$ cat config.mk
export PLATFORM = sky130hd
export DESIGN_NAME = pwm_cycle_status
export DESIGN_NICKNAME = d
export VERILOG_FILES = /design/src/rtl/cts_pkg.sv /design/src/rtl/cts_counter.sv /design/src/rtl/cts_regs.sv /design/src/rtl/cts_flags.sv /design/src/rtl/pwm_cycle_status.sv
export SDC_FILE = /design/constraint.sdc
export NUM_CORES = 1
export LEC_CHECK = 0
export BUFFER_PORTS_ARGS = -buffer_cell sky130_fd_sc_hd__buf_2
export CORE_MARGIN = 2
export CORE_UTILIZATION = 44
export DETAILED_ROUTE_END_ITERATION = 16
export PLACE_DENSITY_LB_ADDON = 0.12
export SYNTH_ARGS = -nofsm -noshare
export SYNTH_HDL_FRONTEND = slang
export SYNTH_HIERARCHICAL = 1
export SYNTH_SLANG_ARGS = --single-unit
$ cat constraint.sdc
create_clock -name clk -period 3.25 [get_ports clk]
set_clock_uncertainty 0.1 [all_clocks]
set_input_delay 0.325 -clock clk [delete_from_list [all_inputs] [get_ports clk]]
set_output_delay 0.325 -clock clk [all_outputs]
set_load 0.03 [all_outputs]
$ cat src/rtl/cts_pkg.sv
package cts_pkg;

    localparam int NUM_CH = 4;
    localparam int SEL_W  = $clog2(NUM_CH);
    localparam int STAT_W = 2 * NUM_CH;

    typedef enum logic {
        MODE_NORMAL = 1'b0,
        MODE_COMP   = 1'b1
    } pwm_mode_e;

    typedef enum logic {
        DIR_UP   = 1'b0,
        DIR_DOWN = 1'b1
    } cnt_dir_e;

    // Status byte: direction bits above compare flags, channel A in the low bit of each half
    typedef struct packed {
        logic [NUM_CH-1:0] dir;
        logic [NUM_CH-1:0] cmf;
    } status_t;

    localparam logic REG_STATUS = 1'b0;
    localparam logic REG_IRQ_EN = 1'b1;

    // Flags that a write would clear: armed by an earlier read and written as zero
    function automatic logic [NUM_CH-1:0] clear_mask(
        input logic [NUM_CH-1:0] armed,
        input logic [NUM_CH-1:0] wbits,
        input logic              hit
    );
        return hit ? (armed & ~wbits) : '0;
    endfunction

endpackage

$ cat src/rtl/cts_counter.sv
module cts_counter
    import cts_pkg::*;
#(
    parameter int CNT_W = 16
)
(
    input  logic             clk,
    input  logic             rst,
    input  logic             mode_comp,
    input  logic             restart,
    input  logic [CNT_W-1:0] cyc,
    output logic             down_o,
    output logic             match_o
);

    localparam logic [CNT_W-1:0] CNT_ZERO = '0;
    localparam logic [CNT_W-1:0] CNT_ONE  = {{(CNT_W-1){1'b0}}, 1'b1};

    typedef struct packed {
        logic [CNT_W-1:0] cnt;
        cnt_dir_e         dir;
    } ctr_t;

    ctr_t cur_q;
    ctr_t nxt;
    logic at_top;
    logic at_zero;

    assign at_top  = (cur_q.cnt >= cyc);
    assign at_zero = (cur_q.cnt == CNT_ZERO);

    always_comb begin
        nxt = cur_q;
        if (restart) begin
            nxt.cnt = CNT_ZERO;
            nxt.dir = DIR_UP;
        end else if (!mode_comp) begin
            nxt.dir = DIR_UP;
            nxt.cnt = at_top ? CNT_ZERO : cur_q.cnt + CNT_ONE;
        end else if (cyc == CNT_ZERO) begin
            nxt.cnt = CNT_ZERO;
            nxt.dir = DIR_UP;
        end else if (cur_q.dir == DIR_UP) begin
            if (at_top) begin
                nxt.dir = DIR_DOWN;
                nxt.cnt = cur_q.cnt - CNT_ONE;
            end else begin
                nxt.cnt = cur_q.cnt + CNT_ONE;
            end
        end else begin
            if (at_zero) begin
                nxt.dir = DIR_UP;
                nxt.cnt = CNT_ONE;
            end else begin
                nxt.cnt = cur_q.cnt - CNT_ONE;
            end
        end
    end

    always_comb begin
        if (mode_comp) begin
            match_o = (cur_q.dir == DIR_DOWN) && at_zero;
        end else begin
            match_o = (cur_q.cnt == cyc);
        end
    end

    assign down_o = (cur_q.dir == DIR_DOWN);

    always_ff @(posedge clk) begin
        if (rst) begin
            cur_q.cnt <= CNT_ZERO;
            cur_q.dir <= DIR_UP;
        end else begin
            cur_q <= nxt;
        end
    end

    // a normal-mode counter that matches its cycle value goes to zero next
    p_wrap_r2: assert property (@(posedge clk) disable iff (rst)
        (!restart && !mode_comp && cur_q.cnt == cyc) |=> (cur_q.cnt == CNT_ZERO));

    // normal mode leaves the counter counting up
    p_dir_normal_r2: assert property (@(posedge clk) disable iff (rst)
        !mode_comp |=> (cur_q.dir == DIR_UP));

    // on the way up below the cycle value the counter steps by one
    p_rise_r4: assert property (@(posedge clk) disable iff (rst)
        (!restart && mode_comp && cur_q.dir == DIR_UP && cur_q.cnt < cyc)
        |=> (cur_q.cnt == $past(cur_q.cnt) + CNT_ONE));

    // a down-count at zero turns back up
    p_turn_r4: assert property (@(posedge clk) disable iff (rst)
        (!restart && mode_comp && cyc != CNT_ZERO && cur_q.dir == DIR_DOWN && at_zero)
        |=> (cur_q.dir == DIR_UP && cur_q.cnt == CNT_ONE));

    // a mode change restarts the counter at zero counting up
    p_restart_r11: assert property (@(posedge clk) disable iff (rst)
        restart |=> (cur_q.cnt == CNT_ZERO && cur_q.dir == DIR_UP));

endmodule

$ cat src/rtl/cts_regs.sv
module cts_regs
    import cts_pkg::*;
#(
    parameter int               CNT_W   = 16,
    parameter logic [CNT_W-1:0] CYC_RST = '1
)
(
    input  logic                         clk,
    input  logic                         rst,
    input  logic                         comp_mode_i,
    input  logic                         cyc_we_i,
    input  logic [SEL_W-1:0]             cyc_sel_i,
    input  logic [CNT_W-1:0]             cyc_data_i,
    input  logic                         ie_we_i,
    input  logic [NUM_CH-1:0]            ie_data_i,
    output logic [NUM_CH-1:0][CNT_W-1:0] cyc_o,
    output logic [NUM_CH-1:0]            ie_o,
    output logic                         mode_comp_o,
    output logic                         restart_o
);

    logic [CNT_W-1:0] cyc_q [NUM_CH];
    logic [NUM_CH-1:0] ie_q;
    pwm_mode_e         mode_q;
    pwm_mode_e         mode_req;

    assign mode_req = comp_mode_i ? MODE_COMP : MODE_NORMAL;

    for (genvar ch = 0; ch < NUM_CH; ch++) begin : g_cyc
        always_ff @(posedge clk) begin
            if (rst) begin
                cyc_q[ch] <= CYC_RST;
            end else if (cyc_we_i && cyc_sel_i == SEL_W'(ch)) begin
                cyc_q[ch] <= cyc_data_i;
            end
        end
        assign cyc_o[ch] = cyc_q[ch];

        // a selected write lands in this channel's cycle register
        p_cyc_load_r12: assert property (@(posedge clk) disable iff (rst)
            (cyc_we_i && cyc_sel_i == SEL_W'(ch)) |=> (cyc_o[ch] == $past(cyc_data_i)));

        // an unselected channel keeps its cycle value
        p_cyc_hold_r12: assert property (@(posedge clk) disable iff (rst)
            !(cyc_we_i && cyc_sel_i == SEL_W'(ch)) |=> $stable(cyc_o[ch]));
    end

    always_ff @(posedge clk) begin
        if (rst) begin
            ie_q   <= '0;
            mode_q <= MODE_NORMAL;
        end else begin
            mode_q <= mode_req;
            if (ie_we_i) begin
                ie_q <= ie_data_i;
            end
        end
    end

    assign ie_o        = ie_q;
    assign mode_comp_o = (mode_q == MODE_COMP);
    assign restart_o   = (mode_req != mode_q);

    // the enable register takes the written value
    p_ie_load_r10: assert property (@(posedge clk) disable iff (rst)
        ie_we_i |=> (ie_o == $past(ie_data_i)));

    // the mode follows the input one edge later
    p_mode_follow_r11: assert property (@(posedge clk) disable iff (rst)
        1'b1 |=> (mode_comp_o == $past(comp_mode_i)));

endmodule

$ cat src/rtl/cts_flags.sv
module cts_flags
    import cts_pkg::*;
(
    input  logic              clk,
    input  logic              rst,
    input  logic [NUM_CH-1:0] set_i,
    input  logic              rd_hit_i,
    input  logic              wr_hit_i,
    input  logic [NUM_CH-1:0] wbits_i,
    output logic [NUM_CH-1:0] flag_o
);

    logic [NUM_CH-1:0] flag_q;
    logic [NUM_CH-1:0] arm_q;
    logic [NUM_CH-1:0] clr;
    logic [NUM_CH-1:0] flag_d;
    logic [NUM_CH-1:0] arm_d;

    always_comb begin
        clr    = clear_mask(arm_q, wbits_i, wr_hit_i);
        flag_d = set_i | (flag_q & ~clr);
        arm_d  = flag_d & (rd_hit_i ? flag_q : arm_q) & ~clr;
    end

    always_ff @(posedge clk) begin
        if (rst) begin
            flag_q <= '0;
            arm_q  <= '0;
        end else begin
            flag_q <= flag_d;
            arm_q  <= arm_d;
        end
    end

    assign flag_o = flag_q;

    for (genvar ch = 0; ch < NUM_CH; ch++) begin : g_chk
        // a set condition always leaves the flag at one
        p_set_wins_r9: assert property (@(posedge clk) disable iff (rst)
            set_i[ch] |=> flag_q[ch]);

        // an unarmed flag survives any write
        p_hold_unarmed_r8: assert property (@(posedge clk) disable iff (rst)
            (flag_q[ch] && !arm_q[ch]) |=> flag_q[ch]);

        // a flag only falls after an armed zero write
        p_fall_armed_r7: assert property (@(posedge clk) disable iff (rst)
            $fell(flag_q[ch]) |-> $past(wr_hit_i && arm_q[ch] && !wbits_i[ch]));

        // arming never outlives its flag
        p_arm_needs_flag_r7: assert property (@(posedge clk) disable iff (rst)
            arm_q[ch] |-> flag_q[ch]);
    end

endmodule

$ cat src/rtl/pwm_cycle_status.sv
module pwm_cycle_status
    import cts_pkg::*;
#(
    parameter int               CNT_W   = 16,
    parameter logic [CNT_W-1:0] CYC_RST = '1
)
(
    input  logic              clk,
    input  logic              rst,
    input  logic              comp_mode,
    input  logic              cyc_we,
    input  logic [SEL_W-1:0]  cyc_sel,
    input  logic [CNT_W-1:0]  cyc_wdata,
    input  logic              bus_rd,
    input  logic              bus_wr,
    input  logic              bus_addr,
    input  logic [NUM_CH-1:0] bus_wdata,
    output logic [STAT_W-1:0] bus_rdata,
    output logic              irq
);

    logic [NUM_CH-1:0][CNT_W-1:0] cyc_vec;
    logic [NUM_CH-1:0]            ie_vec;
    logic [NUM_CH-1:0]            dir_vec;
    logic [NUM_CH-1:0]            set_vec;
    logic [NUM_CH-1:0]            flag_vec;
    logic                         mode_comp_q;
    logic                         restart;
    logic                         stat_rd;
    logic                         stat_wr;
    logic                         ie_wr;
    status_t                      stat;

    assign stat_rd = bus_rd && (bus_addr == REG_STATUS);
    assign stat_wr = bus_wr && (bus_addr == REG_STATUS);
    assign ie_wr   = bus_wr && (bus_addr == REG_IRQ_EN);

    cts_regs #(
        .CNT_W   (CNT_W),
        .CYC_RST (CYC_RST)
    ) u_regs (
        .clk         (clk),
        .rst         (rst),
        .comp_mode_i (comp_mode),
        .cyc_we_i    (cyc_we),
        .cyc_sel_i   (cyc_sel),
        .cyc_data_i  (cyc_wdata),
        .ie_we_i     (ie_wr),
        .ie_data_i   (bus_wdata),
        .cyc_o       (cyc_vec),
        .ie_o        (ie_vec),
        .mode_comp_o (mode_comp_q),
        .restart_o   (restart)
    );

    for (genvar ch = 0; ch < NUM_CH; ch++) begin : g_ch
        cts_counter #(
            .CNT_W (CNT_W)
        ) u_ctr (
            .clk       (clk),
            .rst       (rst),
            .mode_comp (mode_comp_q),
            .restart   (restart),
            .cyc       (cyc_vec[ch]),
            .down_o    (dir_vec[ch]),
            .match_o   (set_vec[ch])
        );
    end

    cts_flags u_flags (
        .clk      (clk),
        .rst      (rst),
        .set_i    (set_vec),
        .rd_hit_i (stat_rd),
        .wr_hit_i (stat_wr),
        .wbits_i  (bus_wdata),
        .flag_o   (flag_vec)
    );

    always_comb begin
        stat.dir = dir_vec;
        stat.cmf = flag_vec;
        if (bus_addr == REG_STATUS) begin
            bus_rdata = stat;
        end else begin
            bus_rdata = {{NUM_CH{1'b0}}, ie_vec};
        end
    end

    assign irq = |(flag_vec & ie_vec);

    // no request without a raised flag
    p_irq_src_r10: assert property (@(posedge clk) disable iff (rst)
        irq |-> (flag_vec != '0));

    // with every enable cleared the request stays low
    p_irq_masked_r10: assert property (@(posedge clk) disable iff (rst)
        (ie_vec == '0) |-> !irq);

    // direction bits stay low while the registered mode is normal
    p_dir_low_r2: assert property (@(posedge clk) disable iff (rst)
        (!mode_comp_q && !$past(mode_comp_q)) |-> (dir_vec == '0));

endmodule

==> metrics.cfg, run 1 <==
[run_status]
outcome=finished clean

[grt]
grt_pass1_vias=7970
grt_max_degree=28
antenna_found_initial=1
track_usage=0.213
overflow=0
grt_pass1_wl_microns=40900

[timing]
slew_headroom=0.294
final.setup.tns_ns=0
period_share=0.904
worst_slack_ns=0.312
whs_ns=0.0582
setup_violations=0
hold_violations=0
finalCriticalPeriod_ns=2.94
fmax_mhz=340
rsz0062_at_grt=no
tightest_slew_ns=1.05
slew_viol_final=0

[setup_path]
cpMaxStageDelayCell=or4_4
r2r-end=u_flags/arm_q[3]
crit_path_start=g_ch[3].u_ctr/cur_q[1]
cp-end-kind=flip-flop
r2r_start=g_ch[3].u_ctr/cur_q[1]
r2r_cells=9
crit_path_max_incr_delay_ns=0.59
cp_data_required_time_ns=3.50
startpoint_type=flip-flop
critical_path_class=flip-flop to flip-flop
cp_max_fo=6
endpoint=u_flags/arm_q[3]
ff2ff_setup_slack_ns=0.31
cp_cell_sequence=inv_1 -> ha_1 -> nor4b_4 -> nand4_1 -> or4_4 -> o21ai_0 -> nor2b_1 -> o221ai_1 -> a21oi_1
critPathArrivalTime_ns=3.19

[floorplanning]
num_io_pins=38
core_area_sq_um=22500
fp.dieH_microns=155
die_area_sq_um=24000
rows=55
initial_utilization=0.445
die_x_microns=155

[synthesis]
synth-seq-cells=145
synth.distinct_cells=90
syn_area_per_cell_sq_um=8.98
synth_edf_count=64
syn_inst=1116
yosysSeqAreaShare=0.354
synthArstFlopShare=0
syn_area_sq_um=10000
synth_warnings=6
synth_nets=1217
synth-main-ff-cell=dfxtp_1

[clock_network]
clock_latency_ns=0.43
cts_root_buf=clkbuf_16
cts.sinks=145
clk_path_buf_depth=2
cts-resized-gates=0
cts_made_buffers=17
cts_tree=yes
htreeDepth=4
postCtsSetupBuffers=0
hold_buffers=0
clk_pin_slew_ns=0.07

[power]
cellPowerDensity_nw_per_um2=451
leakage_uw=0.00459
vdd_drop_max_mv=0.383

[place]
place_congestion=0.829
place_ws_ns=0.360
io_buffers=37
placed_cell_area_sq_um=10500
dp_hpwl_microns=18500

[drt]
vias=8443
wl_per_cell_microns=17.2
drtIter0Drc=566
routed_via_density=5.79
routed_wl_microns=25200
drtAntennaViolNets=0
drcViolationCount=0
dr.pass1.iters=5

[cells_and_area]
nFillCells=2144
layout.nets=1262
drive_above_1_share=0.157
antenna_cells=0
final_common_cell=inv_1
syn2layout_area_growth_pct=11.1
final_area_sq_um=11100
most-common-layout-cells=115 x inv_1, 81 x dfxtp_1, 72 x ha_1

[job]
max_cap_violations=0

[worst_hold_path]
hold_class=input pin to flip-flop

## cell usage after synthesis (25+ instances only)
cell,n,share of area
inv_1,115,0.043
dfxtp_1,81,0.16
ha_1,72,0.090
nand2_1,65,0.024
edfxtp_1,64,0.19
nor2_1,64,0.024
nand2b_1,60,0.037
a21oi_1,52,0.026
nor3_1,44,0.022
nand3_1,35,0.017
a221oi_1,25,0.022
nand4_1,25,0.016
o21ai_0,25,0.012
## critical path: cells and delay by family, from the launching register on
family / cells / cell delay (ns)
simple gates: 4 / 1.31
flops: 1 / 0.35
buf+inv: 1 / 0.16
compound gates: 3 / 0.69
fa+ha+maj: 1 / 0.24
## worst min-delay path by stage
stage                           startpoint                      end  slack [ns]  depth (start not counted)
after floorplan                        rst  g_ch[1].u_ctr/cur_q[15]        0.30                          1
after global placement    u_flags/arm_q[0]         u_flags/arm_q[0]        0.38                          2
after detailed placement  u_flags/arm_q[0]         u_flags/arm_q[0]        0.38                          2
after CTS                     bus_wdata[2]           u_regs/ie_o[2]        0.04                          3
after global routing             comp_mode       u_regs/mode_comp_o        0.08                          2
final                         bus_wdata[2]           u_regs/ie_o[2]        0.06                          3
## where the power goes
part,switching (uW),internal [uW]
logic,535,339
clock network,821,1210
registers,117,2010
total,1470,3550
## area by class of cell
class	instances	area (sq um)	area share
flip-flops and latches	145	3540	0.318
clock buffers	19	433	0.0389
inverters	116	438	0.0393
repair buffers	70	433	0.0389
clock inverters	13	161	0.0145
multi-input cells	811	5770	0.518
well taps	285	357	0.0320
## per-stage QoR
step	cells	total power, uW	util
after global placement	1427	3020	0.468
after CTS	1459	5070	0.495
after global routing	1459	5270	0.495
final	1459	5030	0.495
after detailed placement	1427	3030	0.468
after floorplan	1116	2770	-
## per-layer routing
metal | part of all wire | track usage
met1 | 0.50 | 0.309
met2 | 0.45 | 0.330
met3 | 0.043 | 0.0337
met4 | 0.0093 | 0.0551
met5 | 0 | 0
## cells by family (layout without fill, tap and decap cells)
group	count (synthesis)	in the layout	share of synthesized area
muxes	15	15	0.0169
adders and majority gates	72	72	0.0899
AOI/OAI and AO/OA	250	250	0.186
xor gates and xnor gates	11	11	0.0104
DFF	145	145	0.354
and+or+nand+nor	463	463	0.271
buffers and inverters	160	218	0.0727
## sequential cells by signal, indices dropped and copies added (netlist names)
| signal | count |
|---|---|
| u_flags/flag_o | 4 |
| u_regs/mode_comp_o | 1 |
| u_regs/ie_o | 4 |
| u_regs/cyc_q | 64 |
| g_ch.u_ctr/down_o | 4 |
| u_flags/arm_q | 4 |
| g_ch.u_ctr/cur_q | 64 |
No activity file was read; power rests on OpenSTA's default activity.
==> inputs of run 2 (changes only) <==
- ABC_AREA: default -> 1
==> run 2 against run 1 <==
Net effect: sequential power fell by 6%; worst hold slack got worse by 0.013 ns; first-iteration DRC count fell by 4.6%; power fell by 10%; wire length rose by 6.4%; count of clock-buffer cells in the layout rose by 5; area after synthesis rose by 6.4%; die area rose by 6.3%; register-to-register slack improved by 0.56 ns; design area rose by 5.5%; non-clock buffer count fell by 26; combinational power fell by 39%.
==> metrics.cfg, run 2 <==
[clock_network]
hold_buffers=0  ; unchanged
cts_tree=yes
clk_pin_slew_ns=0.06  ; about the same
cts_root_buf=clkbuf_16
cts-resized-gates=0  ; unchanged
clock_latency_ns=0.42  ; about the same
clk_path_buf_depth=2  ; unchanged
htreeDepth=4  ; unchanged
cts.sinks=145  ; unchanged
postCtsSetupBuffers=0  ; unchanged
cts_made_buffers=17  ; unchanged

[setup_path]
r2r_start=g_ch[3].u_ctr/cur_q[1]
cp_data_required_time_ns=3.50  ; about the same
ff2ff_setup_slack_ns=0.87  ; +0.56 ns
cp-end-kind=flip-flop
critPathArrivalTime_ns=2.63  ; -0.56 ns
crit_path_start=g_ch[3].u_ctr/cur_q[1]
cp_max_fo=5  ; -1
critical_path_class=flip-flop to flip-flop
startpoint_type=flip-flop

[timing]
finalCriticalPeriod_ns=2.38  ; -0.559 ns
final.setup.tns_ns=0  ; unchanged
whs_ns=0.0454  ; -0.0128 ns
rsz0062_at_grt=no
hold_violations=0  ; unchanged
period_share=0.732  ; -0.172
slew_headroom=0.269  ; -0.0250
fmax_mhz=420  ; +23%
setup_violations=0  ; unchanged
slew_viol_final=0  ; unchanged
tightest_slew_ns=1.08  ; +0.0272 ns

[drt]
drtAntennaViolNets=0  ; unchanged
drcViolationCount=0  ; unchanged
vias=9260  ; +9.7%
routed_via_density=5.04  ; -13%
routed_wl_microns=26800  ; +6.4%
drtIter0Drc=540  ; -4.6%
wl_per_cell_microns=14.6  ; -15%
dr.pass1.iters=5  ; unchanged

[place]
place_congestion=0.909  ; +9.6%
io_buffers=37  ; unchanged
placed_cell_area_sq_um=11100  ; +5.8%
dp_hpwl_microns=20700  ; +12%
post-place-cells=1806  ; +27%

[synthesis]
synth_compound_area_frac=0.0631  ; -0.122
synth-main-ff-cell=dfxtp_1
synthTopCellsByArea=edfxtp_1 18%, dfxtp_1 15%, nand2_1 11%, ha_1 8.4%, inv_1 8.0%
synth-seq-cells=145  ; unchanged
synth_mux_area_frac=0  ; -0.0169
synth.most_common_cell=nand2_1
synth_edf_count=64  ; unchanged
synth_top_family_by_area=simple AND/OR/NAND/NOR gates
synth_nets=1567  ; +29%
yosysSeqAreaShare=0.332  ; -0.0214
synth.distinct_cells=43  ; -52%
post-synth-top-area-cell=edfxtp_1
synth-simple-area-share=0.355  ; +0.0844
syn_area_per_cell_sq_um=7.28  ; -19%
syn_inst=1466  ; +31%
syn_area_sq_um=10700  ; +6.4%
synthArstFlopShare=0  ; unchanged
synth_common_cells=326 x nand2_1, 228 x inv_1, 144 x nor2_1
synth_warnings=6  ; unchanged
synth-xor-area-share=0.0591  ; +0.0488
synthAdderAreaFrac=0.0845  ; -0.00543
synth_top_area_share=0.180  ; -0.0116

[cells_and_area]
utilization=0.498  ; +0.00287
reg.largest.list=g_ch.u_ctr/cur_q: 64 flops, u_regs/cyc_q: 64 flops
layout.nets=1607  ; +27%
final_area_sq_um=11700  ; +5.5%
antenna_cells=0  ; unchanged
most-common-layout-cells=326 x nand2_1, 228 x inv_1, 144 x nor2_1
finalNonFillerCells=1837  ; +26%
final_common_cell=nand2_1
drive_above_1_share=0.131  ; -0.0256
syn2layout_area_growth_pct=10.2

[worst_hold_path]
hold_start=bus_wdata[0]
hold_class=input pin to flip-flop

[power]
intPower_uw=3370  ; -5.2%
cellPowerDensity_nw_per_um2=385  ; -15%
p_comb_frac=0.117  ; -0.057
p_seq_frac=0.443  ; +0.021
switching_share=0.256  ; -0.0375
power_frac_clock=0.440  ; +0.036
leakage_uw=0.00588  ; +28%
vdd_drop_max_mv=0.275  ; -28%
p_sw_uw=1160  ; -22%

[floorplanning]
die_x_microns=160  ; +3.1%
initial_utilization=0.452  ; +0.00636
num_io_pins=38  ; unchanged
core_area_sq_um=23600  ; +4.9%
rows=56  ; +1.8%
die_area_sq_um=25500  ; +6.3%
fp.dieH_microns=160  ; +3.1%

[run_status]
outcome=finished clean

[grt]
overflow=0  ; unchanged
antenna_found_initial=0  ; -1
grt_max_degree=34  ; +21%
grt_pass1_vias=8602  ; +7.9%
grt_pass1_wl_microns=43800  ; +6.9%
track_usage=0.213  ; about the same

[job]
max_cap_violations=0  ; unchanged

run 2: changes by cell type in the layout (fill, tap and decap cells not counted), sizes merged, moves of 20 or more:
| cell | previous run | this run |
|---|---|---|
| xor2 | 8 | 64 |
| and3 | 26 | 3 |
| buf | 70 | 44 |
| inv | 118 | 255 |
| nor2 | 64 | 185 |
| nand2b | 60 | 0 |
| o21ai | 31 | 67 |
| nor4 | 23 | 1 |
| nand4 | 25 | 75 |
| or2 | 22 | 2 |
| nand3 | 35 | 129 |
| nand2 | 65 | 341 |
| a221oi | 25 | 0 |
run 2: layout make-up:
type | count | area [sq um]
clock buffers | 24 | 536
clock inverters | 7 | 68.8
fillers | 2378 | 11900
inverters | 258 | 968
multi-input cells | 1040 | 6000
flip-flops and latches | 145 | 3540
well taps | 319 | 399
repair buffers | 44 | 238
run 2: kinds of logic (layout without fill, tap and decap cells):
logic type                 after synthesis  in the layout
buffers and inverters                  281            333
AOI/OAI and AO/OA                      124            124
DFF                                    145            145
xor gates and xnor gates                72             72
adders and majority gates               72             72
and+or+nand+nor                        772            772
run 2: per-stage QoR:
step / total power, uW / setup slack, ns
after floorplan: 2420 / 1.07
after global placement: 2560 / 0.859
after detailed placement: 2570 / 0.856
after CTS: 4570 / 0.839
after global routing: 4720 / 0.525
final: 4520 / 0.871
run 2: path summary, 6_finish.rpt:
check | to | cells past startpoint
worst max-delay path | u_flags/arm_q[3] | 8
worst min-delay path | u_regs/ie_o[0] | 3
worst max register to register | u_flags/arm_q[3] | 8
worst min register to register | u_regs/ie_o[2] | 2
run 2: worst max-delay path, stage by stage (launching register included):
cell and delay, ns:
dfxtp_1 0.33, inv_1 0.18, ha_1 0.26, nand2_2 0.09
nor2_4 0.11, nand4_1 0.10, o41ai_1 0.89, o211ai_1 0.15
nor2_1 0.12
run 2: power by group through the flow:
stage               registers, uW  logic [uW]  clock network [uW]
floorplan                    2040         384                   0
global placement             2040         520                   0
detailed placement           2040         524                   0
CTS                          2010         529                2040
global route                 2010         600                2110
finish                       2000         529                1990
run 2: per-layer routing:
metal | track usage | vias up | share of wire
met3 | 0.0382 | 19 | 0.043
met2 | 0.342 | 149 | 0.45
met5 | 0 | - | 0
li1 | - | 4844 | -
met1 | 0.296 | 4248 | 0.50
met4 | 0.0533 | 0 | 0.014
